File: src/rtl/wmc_pkg.sv
package wmc_pkg;

  typedef enum logic [2:0] {
    EV_NONE  = 3'd0,
    EV_IF    = 3'd1,
    EV_ELSE  = 3'd2,
    EV_ENDIF = 3'd3,
    EV_LTEST = 3'd4,
    EV_LEND  = 3'd5
  } ev_kind_e;

endpackage

File: src/rtl/wmc_mask_stack.sv
module wmc_mask_stack #(
  parameter int W     = 32,
  parameter int DEPTH = 4,
  localparam int CW   = $clog2(DEPTH + 1)
) (
  input  logic          clk,
  input  logic          rst_n,
  input  logic          push,
  input  logic          pop,
  input  logic [W-1:0]  push_parent,
  input  logic [W-1:0]  push_else,
  output logic [W-1:0]  top_parent,
  output logic [W-1:0]  top_else,
  output logic          empty,
  output logic          full,
  output logic [CW-1:0] count
);

  logic [CW-1:0] count_q, count_d;
  logic [W-1:0]  ent_par [DEPTH];
  logic [W-1:0]  ent_els [DEPTH];

  assign empty = (count_q == '0);
  assign full  = (count_q == CW'(DEPTH));
  assign count = count_q;

  // next-state for occupancy
  always_comb begin
    count_d = count_q;
    if (push && !pop)
      count_d = count_q + CW'(1);
    else if (pop && !push)
      count_d = count_q - CW'(1);
  end

  always_ff @(posedge clk or negedge rst_n) begin
    if (!rst_n)
      count_q <= '0;
    else if (push || pop)
      count_q <= count_d;
  end

  // one register pair per stack level, written only on a push into that level
  for (genvar i = 0; i < DEPTH; i++) begin : g_lvl
    logic [W-1:0] par_q;
    logic [W-1:0] els_q;
    logic         wr_en;

    assign wr_en = push && (count_q == CW'(i));

    always_ff @(posedge clk or negedge rst_n) begin
      if (!rst_n) begin
        par_q <= '0;
        els_q <= '0;
      end else if (wr_en) begin
        par_q <= push_parent;
        els_q <= push_else;
      end
    end

    assign ent_par[i] = par_q;
    assign ent_els[i] = els_q;
  end

  // top-of-stack read mux
  always_comb begin
    top_parent = '0;
    top_else   = '0;
    for (int i = 0; i < DEPTH; i++) begin
      if (count_q == CW'(i + 1)) begin
        top_parent = ent_par[i];
        top_else   = ent_els[i];
      end
    end
  end

  AST_NO_OVERFLOW: assert property (@(posedge clk) disable iff (!rst_n)
    push |-> !full);
  AST_NO_UNDERFLOW: assert property (@(posedge clk) disable iff (!rst_n)
    pop |-> !empty);
  AST_NO_PUSH_POP: assert property (@(posedge clk) disable iff (!rst_n)
    !(push && pop));

endmodule

File: src/rtl/wmc_branch_logic.sv
module wmc_branch_logic
  import wmc_pkg::*;
#(
  parameter int W = 32
) (
  input  logic         ev_valid,
  input  logic [2:0]   ev_kind,
  input  logic [W-1:0] cond,
  input  logic [W-1:0] exec,
  input  logic [W-1:0] top_parent,
  input  logic [W-1:0] top_else,
  input  logic         empty,
  input  logic         full,
  input  logic         rearm,
  output logic [W-1:0] exec_d,
  output logic         push,
  output logic         pop,
  output logic [W-1:0] push_parent,
  output logic [W-1:0] push_else,
  output logic         skip_d,
  output logic         jump_d,
  output logic         rearm_d,
  output logic         err_set
);

  logic [W-1:0] taken;
  logic [W-1:0] not_taken;

  assign taken     = exec & cond;
  assign not_taken = exec & ~cond;

  always_comb begin
    exec_d      = exec;
    push        = 1'b0;
    pop         = 1'b0;
    push_parent = exec;
    push_else   = not_taken;
    skip_d      = 1'b0;
    jump_d      = 1'b0;
    rearm_d     = ev_valid ? 1'b0 : rearm;
    err_set     = 1'b0;
    if (ev_valid) begin
      unique case (ev_kind_e'(ev_kind))
        EV_IF: begin
          if (full) begin
            err_set = 1'b1;
          end else begin
            push   = 1'b1;
            exec_d = taken;
            skip_d = (taken == '0);
          end
        end
        EV_ELSE: begin
          if (empty) begin
            err_set = 1'b1;
          end else begin
            exec_d = top_else;
            skip_d = (top_else == '0);
          end
        end
        EV_ENDIF: begin
          if (empty) begin
            err_set = 1'b1;
          end else begin
            pop    = 1'b1;
            exec_d = top_parent;
          end
        end
        EV_LTEST: begin
          if (rearm) begin
            // returning pass: context already stacked
            if (empty) begin
              err_set = 1'b1;
            end else if (taken == '0) begin
              pop    = 1'b1;
              exec_d = top_parent;
              skip_d = 1'b1;
            end else begin
              exec_d = taken;
            end
          end else begin
            // first pass: stack the enclosing mask
            if (full) begin
              err_set = 1'b1;
            end else if (taken == '0) begin
              skip_d = 1'b1;
            end else begin
              push      = 1'b1;
              push_else = '0;
              exec_d    = taken;
            end
          end
        end
        EV_LEND: begin
          if (empty) begin
            err_set = 1'b1;
          end else begin
            jump_d  = 1'b1;
            rearm_d = 1'b1;
          end
        end
        default: ;
      endcase
    end
  end

endmodule

File: src/rtl/wave_mask_ctrl.sv
module wave_mask_ctrl
  import wmc_pkg::*;
#(
  parameter int THREADS = 32,
  parameter int DEPTH   = 4,
  localparam int CW     = $clog2(DEPTH + 1)
) (
  input  logic               clk,
  input  logic               rst_n,
  input  logic               ev_valid,
  input  logic [2:0]         ev_kind,
  input  logic [THREADS-1:0] ev_cond,
  output logic [THREADS-1:0] exec_mask,
  output logic               skip,
  output logic               jump,
  output logic [CW-1:0]      depth,
  output logic               err
);

  logic [1:0] rst_sync_q;
  logic       rst_int_n;

  always_ff @(posedge clk or negedge rst_n) begin
    if (!rst_n)
      rst_sync_q <= 2'b00;
    else
      rst_sync_q <= {rst_sync_q[0], 1'b1};
  end
  assign rst_int_n = rst_sync_q[1];

  logic [THREADS-1:0] exec_q, exec_d;
  logic               skip_q, skip_d;
  logic               jump_q, jump_d;
  logic               err_q,  err_set;
  logic               rearm_q, rearm_d;
  logic               push, pop, empty, full;
  logic [THREADS-1:0] push_parent, push_else, top_parent, top_else;
  logic [CW-1:0]      count;
  logic               exec_en;

  wmc_mask_stack #(.W(THREADS), .DEPTH(DEPTH)) stack_i (
    .clk         (clk),
    .rst_n       (rst_int_n),
    .push        (push),
    .pop         (pop),
    .push_parent (push_parent),
    .push_else   (push_else),
    .top_parent  (top_parent),
    .top_else    (top_else),
    .empty       (empty),
    .full        (full),
    .count       (count)
  );

  wmc_branch_logic #(.W(THREADS)) logic_i (
    .ev_valid    (ev_valid),
    .ev_kind     (ev_kind),
    .cond        (ev_cond),
    .exec        (exec_q),
    .top_parent  (top_parent),
    .top_else    (top_else),
    .empty       (empty),
    .full        (full),
    .rearm       (rearm_q),
    .exec_d      (exec_d),
    .push        (push),
    .pop         (pop),
    .push_parent (push_parent),
    .push_else   (push_else),
    .skip_d      (skip_d),
    .jump_d      (jump_d),
    .rearm_d     (rearm_d),
    .err_set     (err_set)
  );

  assign exec_en = ev_valid;

  always_ff @(posedge clk or negedge rst_int_n) begin
    if (!rst_int_n)
      exec_q <= '1;
    else if (exec_en)
      exec_q <= exec_d;
  end

  always_ff @(posedge clk or negedge rst_int_n) begin
    if (!rst_int_n) begin
      skip_q  <= 1'b0;
      jump_q  <= 1'b0;
      rearm_q <= 1'b0;
    end else begin
      skip_q  <= skip_d;
      jump_q  <= jump_d;
      rearm_q <= rearm_d;
    end
  end

  always_ff @(posedge clk or negedge rst_int_n) begin
    if (!rst_int_n)
      err_q <= 1'b0;
    else if (err_set)
      err_q <= 1'b1;
  end

  assign exec_mask = exec_q;
  assign skip      = skip_q;
  assign jump      = jump_q;
  assign depth     = count;
  assign err       = err_q;

  AST_IF_NARROWS: assert property (@(posedge clk) disable iff (!rst_int_n)
    (ev_valid && ev_kind == 3'd1 && depth != CW'(DEPTH))
      |=> ((exec_mask & ~$past(exec_mask)) == '0));
  AST_IF_SKIP: assert property (@(posedge clk) disable iff (!rst_int_n)
    (ev_valid && ev_kind == 3'd1 && depth != CW'(DEPTH) && (exec_mask & ev_cond) == '0)
      |=> skip);
  AST_ENDIF_POPS: assert property (@(posedge clk) disable iff (!rst_int_n)
    (ev_valid && ev_kind == 3'd3 && depth != '0)
      |=> (depth == $past(depth) - CW'(1)));
  AST_ERR_STICKY: assert property (@(posedge clk) disable iff (!rst_int_n)
    err |=> err);
  AST_PULSE_EXCL: assert property (@(posedge clk) disable iff (!rst_int_n)
    !(skip && jump));
  AST_IDLE_QUIET: assert property (@(posedge clk) disable iff (!rst_int_n)
    !ev_valid |=> (!skip && !jump && $stable(exec_mask) && $stable(depth)));

endmodule

File: config.mk
export PLATFORM = sky130hd
export DESIGN_NAME = wave_mask_ctrl
export DESIGN_NICKNAME = d
export VERILOG_FILES = /design/src/rtl/wmc_pkg.sv /design/src/rtl/wmc_mask_stack.sv /design/src/rtl/wmc_branch_logic.sv /design/src/rtl/wave_mask_ctrl.sv
export SDC_FILE = /design/constraint.sdc
export NUM_CORES = 1
export LEC_CHECK = 0
export BUFFER_PORTS_ARGS = -buffer_cell sky130_fd_sc_hd__buf_4
export CAP_MARGIN = 40
export CORE_MARGIN = 2
export CORE_UTILIZATION = 50
export DETAILED_ROUTE_END_ITERATION = 10
export PLACE_DENSITY_LB_ADDON = 0.3
export SLEW_MARGIN = 20
export SYNTH_ARGS = -nofsm -noshare
export SYNTH_HDL_FRONTEND = slang
export SYNTH_SLANG_ARGS = --single-unit
File: constraint.sdc
create_clock -name clk -period 8.15 [get_ports clk]
set_clock_uncertainty 0.15 [all_clocks]
set_input_delay 0.815 -clock clk [delete_from_list [all_inputs] [get_ports clk]]
set_output_delay 0.815 -clock clk [all_outputs]
set_load 0.005 [all_outputs]
==> PnR_summary.wiki <==
{| class="wikitable"
! Metric !! Value
|-
| Hold Vio Cnt, Final || 0
|-
| Setup TNS || 0 ns
|-
| Proportion of layout cells with a drive suffix above 1 || 36.3%
|-
| Maximum clock rate || 0.230 GHz
|-
| CP Class || register to register
|-
| Hold WS || 0.0845 ns
|-
| Layout fillers || 2381
|-
| Share of the clock period used by the worst path after layout || 53.4%
|-
| Global-route wire length before repair || 65.5 mm
|-
| RePlAce Congestion || 0.856
|-
| Maximum ir drop on the vdd rail || 0.255 mV
|-
| Yosys warning count || 0
|-
| Worst Path Arrival || 4.59 ns
|-
| Crit start category || register
|-
| Setup-failing EPs final || 0
|-
| Total vias in the final route || 11100
|-
| Post-route non-filler standard cell count || 1695
|-
| Placeable Area || 28700 sq um
|-
| Pin count of the biggest net entering global routing || 144
|-
| Overall Global Routing Usage || 27.7%
|-
| Clock buffer depth || 3
|-
| Final slew viol count || 0
|-
| Maximum Capacitance Violations || 0
|-
| Register bit count reported by yosys || 297
|-
| RSZ-0062 raised after global routing || false
|-
| CTS tree || yes
|-
| Root Buffer || sky130_fd_sc_hd__clkbuf_16
|-
| Endpoint class of the critical path || register
|-
| Number of top-level design ports || 76
|-
| Synthesized net count || 1284
|-
| Area of the multi-input gates || 6610 sq um
|-
| Number of CTS-inserted buffers || 34
|-
| Leakage power total || 7.82 nW
|-
| Number of antenna violations at the first check in global routing || 0
|-
| Dominant cells by area after synthesis || sky130_fd_sc_hd__dfrtp_1 45%, sky130_fd_sc_hd__mux2_2 20%, sky130_fd_sc_hd__dfstp_2 5.8%
|-
| Post-Syn Area per Cell || 11.8 sq um
|-
| Pin slew with the least headroom to its limit || 0.882 ns
|-
| Fraction of registers with async set or reset after synthesis || 100%
|-
| Violation count after the first detailed-route iteration || 1188
|-
| Worst slew margin relative to its limit || 41.2%
|-
| Area post-placement || 15500 sq um
|-
| Die footprint || 30600 sq um
|-
| Detailed-route vias per instance || 6.53
|-
| Cell count after placement || 1627
|-
| Area taken by flip-flops and latches || 7480 sq um
|-
| Cell area after synthesis || 14600 sq um
|-
| Number of global-route vias before repair || 11200
|-
| Minimum clock period after layout || 4.35 ns
|-
| Die Y || 175 um
|-
| Ordered list of cells on the worst path || buf_6 -> inv_1 -> ha_1 -> a21o_2 -> buf_4 -> a221oi_1 -> a21oi_1 -> nor4_1 -> and4_1 -> nand4_1 -> o31ai_1
|-
| Number of rows in the core area || 62
|-
| EDFF count, synth || 0
|-
| Slowest CP cell || sky130_fd_sc_hd__dfrtp_1
|-
| Sum of net half-perimeters after detailed placement || 24.6 mm
|-
| Initial Utilization || 50.8%
|-
| Buffers inserted by post-CTS timing repair || 0
|-
| Maximum fanout along the worst path || 52
|-
| Number of clock sinks seen by CTS || 297
|-
| Number of levels in the clock H-tree || 2
|-
| Crit path largest cell delay || 0.65 ns
|-
| Port-buffer cells || 75
|-
| Layout overhead on the synthesized area || 14.4%
|-
| Cell taking the most area after synthesis || sky130_fd_sc_hd__dfrtp_1
|-
| Post-route total power || 5.75 mW
|-
| Top cell type's share of synthesized area || 45.5%
|-
| Number of cells produced by synthesis || 1239
|-
| Antenna diodes || 0
|-
| Commonest cells after routing, fill and taps aside || 264 x sky130_fd_sc_hd__dfrtp_1, 256 x sky130_fd_sc_hd__mux2_2, 116 x sky130_fd_sc_hd__nand2_1
|-
| Routed length per placed instance || 25.0 um
|-
| Number of nets in the layout || 1330
|-
| Share of the yosys chip area belonging to registers || 51.2%
|-
| Number of distinct library cells after synthesis || 59
|-
| Remaining DRCs || 0
|-
| Most used flip-flop cell after synthesis || sky130_fd_sc_hd__dfrtp_1
|-
| Total wirelength of the detailed-routed design || 42.4 mm
|-
| Remaining number of nets flagged by the antenna check after routing || 0
|-
| Required @ worst endpoint || 8.38 ns
|-
| Clock input transition at the sequential cells of the worst setup and hold paths || 0.06 ns
|-
| Source-to-sink clock delay at the later pin of the worst-skew pair || 0.51 ns
|-
| Worst min path class || register to asynchronous set/reset pin
|-
| Length of the first detailed-routing pass in iterations || 5
|-
| Power density over cell area || 345 nW/um^2
|-
| Remaining Overflow, GRT || 0
|-
| Final instance area || 16700 sq um
|-
| Most common library cell in the layout ignoring fill and taps || sky130_fd_sc_hd__dfrtp_1
|-
| Path depth of the worst reg2reg path || 11
|-
| Width of the chip || 175 um
|-
| Result of the run || complete, no violations
|}
==> flip-flops by register name, indices dropped and copies added, names as in the netlist, named ones only <==
| name | flops |
|---|---|
| exec_mask | 32 |
| stack_i.g_lvl.els_q | 128 |
| skip | 1 |
| jump | 1 |
| stack_i.g_lvl.par_q | 128 |
| rst_sync_q | 2 |
| err | 1 |
| stack_i.count | 3 |
==> report_power, final <==
part / switching, mW / internal [mW]
Sequential: 0.421 / 1.98
Combinational: 1.02 / 0.805
Clock: 0.598 / 0.932
==> critical path, delay by kind of cell (launching register included) <==
kind,cells,cell delay (ns)
and+or+nand+nor,3,0.92
buffers and inverters,3,0.73
DFF,1,0.65
AOI/OAI and AO/OA,4,1.22
adders and majority gates,1,0.50
==> area by class of cell <==
| type | instances | share of cell area, % |
|---|---|---|
| multi-input cells | 832 | 39.6 |
| inverters | 15 | 0.337 |
| clock inverters | 7 | 0.525 |
| clock buffers | 55 | 6.19 |
| flip-flops and latches | 297 | 44.8 |
| well taps | 384 | 2.88 |
| repair buffers | 105 | 5.68 |
==> cell usage after synthesis (7+ instances only) <==
library cell	n
sky130_fd_sc_hd__a21o_1	22
sky130_fd_sc_hd__a21oi_1	72
sky130_fd_sc_hd__a221o_1	16
sky130_fd_sc_hd__a221oi_1	65
sky130_fd_sc_hd__a22o_1	13
sky130_fd_sc_hd__a22oi_1	9
sky130_fd_sc_hd__and2_1	8
sky130_fd_sc_hd__buf_1	9
sky130_fd_sc_hd__buf_2	20
sky130_fd_sc_hd__buf_4	24
sky130_fd_sc_hd__clkbuf_1	40
sky130_fd_sc_hd__dfrtp_1	265
sky130_fd_sc_hd__dfstp_2	32
sky130_fd_sc_hd__ha_1	7
sky130_fd_sc_hd__inv_1	14
sky130_fd_sc_hd__mux2_2	256
sky130_fd_sc_hd__nand2_1	117
sky130_fd_sc_hd__nand3b_1	8
sky130_fd_sc_hd__nand4_1	9
sky130_fd_sc_hd__nor2_1	17
sky130_fd_sc_hd__nor3_1	12
sky130_fd_sc_hd__nor3b_1	22
sky130_fd_sc_hd__nor3b_2	12
sky130_fd_sc_hd__o2111ai_1	8
sky130_fd_sc_hd__o211ai_1	7
sky130_fd_sc_hd__o21ai_0	72
sky130_fd_sc_hd__or3_1	19
==> routing by layer <==
layer / GRT usage (%) / wire [um] / up-vias
met4: 10.5 / 1320 / 0
met1: 37.8 / 17600 / 5705
met2: 44.0 / 19900 / 545
met3: 5.53 / 3610 / 100
li1: - / - / 4721
met5: 0 / 0 / -
==> kinds of logic after synthesis <==
group | share of synthesized area [%]
AO/OA/AOI/OAI | 15.3
XOR/XNOR | 0.180
adder cells (fa/ha/maj) | 0.600
buffers and inverters | 3.72
flip-flops | 51.2
multiplexers | 19.8
other | 0.0257
AND/OR/NAND/NOR | 9.14
==> worst paths after layout <==
kind	startpoint	slack (ns)	to
max	stack_i.count[2]	3.80	skip
max reg2reg	stack_i.count[2]	3.80	skip
min	rst_sync_q[1]	0.08	stack_i.g_lvl[0].els_q[15]
min in group clk	rst_sync_q[0]	0.20	rst_sync_q[1]
max in group asynchronous	rst_sync_q[1]	6.62	stack_i.g_lvl[2].els_q[3]
min reg2reg	rst_sync_q[1]	0.08	stack_i.g_lvl[0].els_q[15]
==> timing repair <==
action,4_1_cts,5_1_grt
hold buffers,1,0
resized for setup,0,0
hold endpoints to repair,2,0
==> metrics by stage <==
step / util (%) / worst slack, ns
after global placement: 53.4 / 3.71
after global routing: 58.1 / 3.56
after floorplan: - / 3.17
after CTS: 57.9 / 3.51
final: 58.1 / 3.80
after detailed placement: 54.0 / 3.61
No activity file was read; power rests on OpenSTA's default activity.
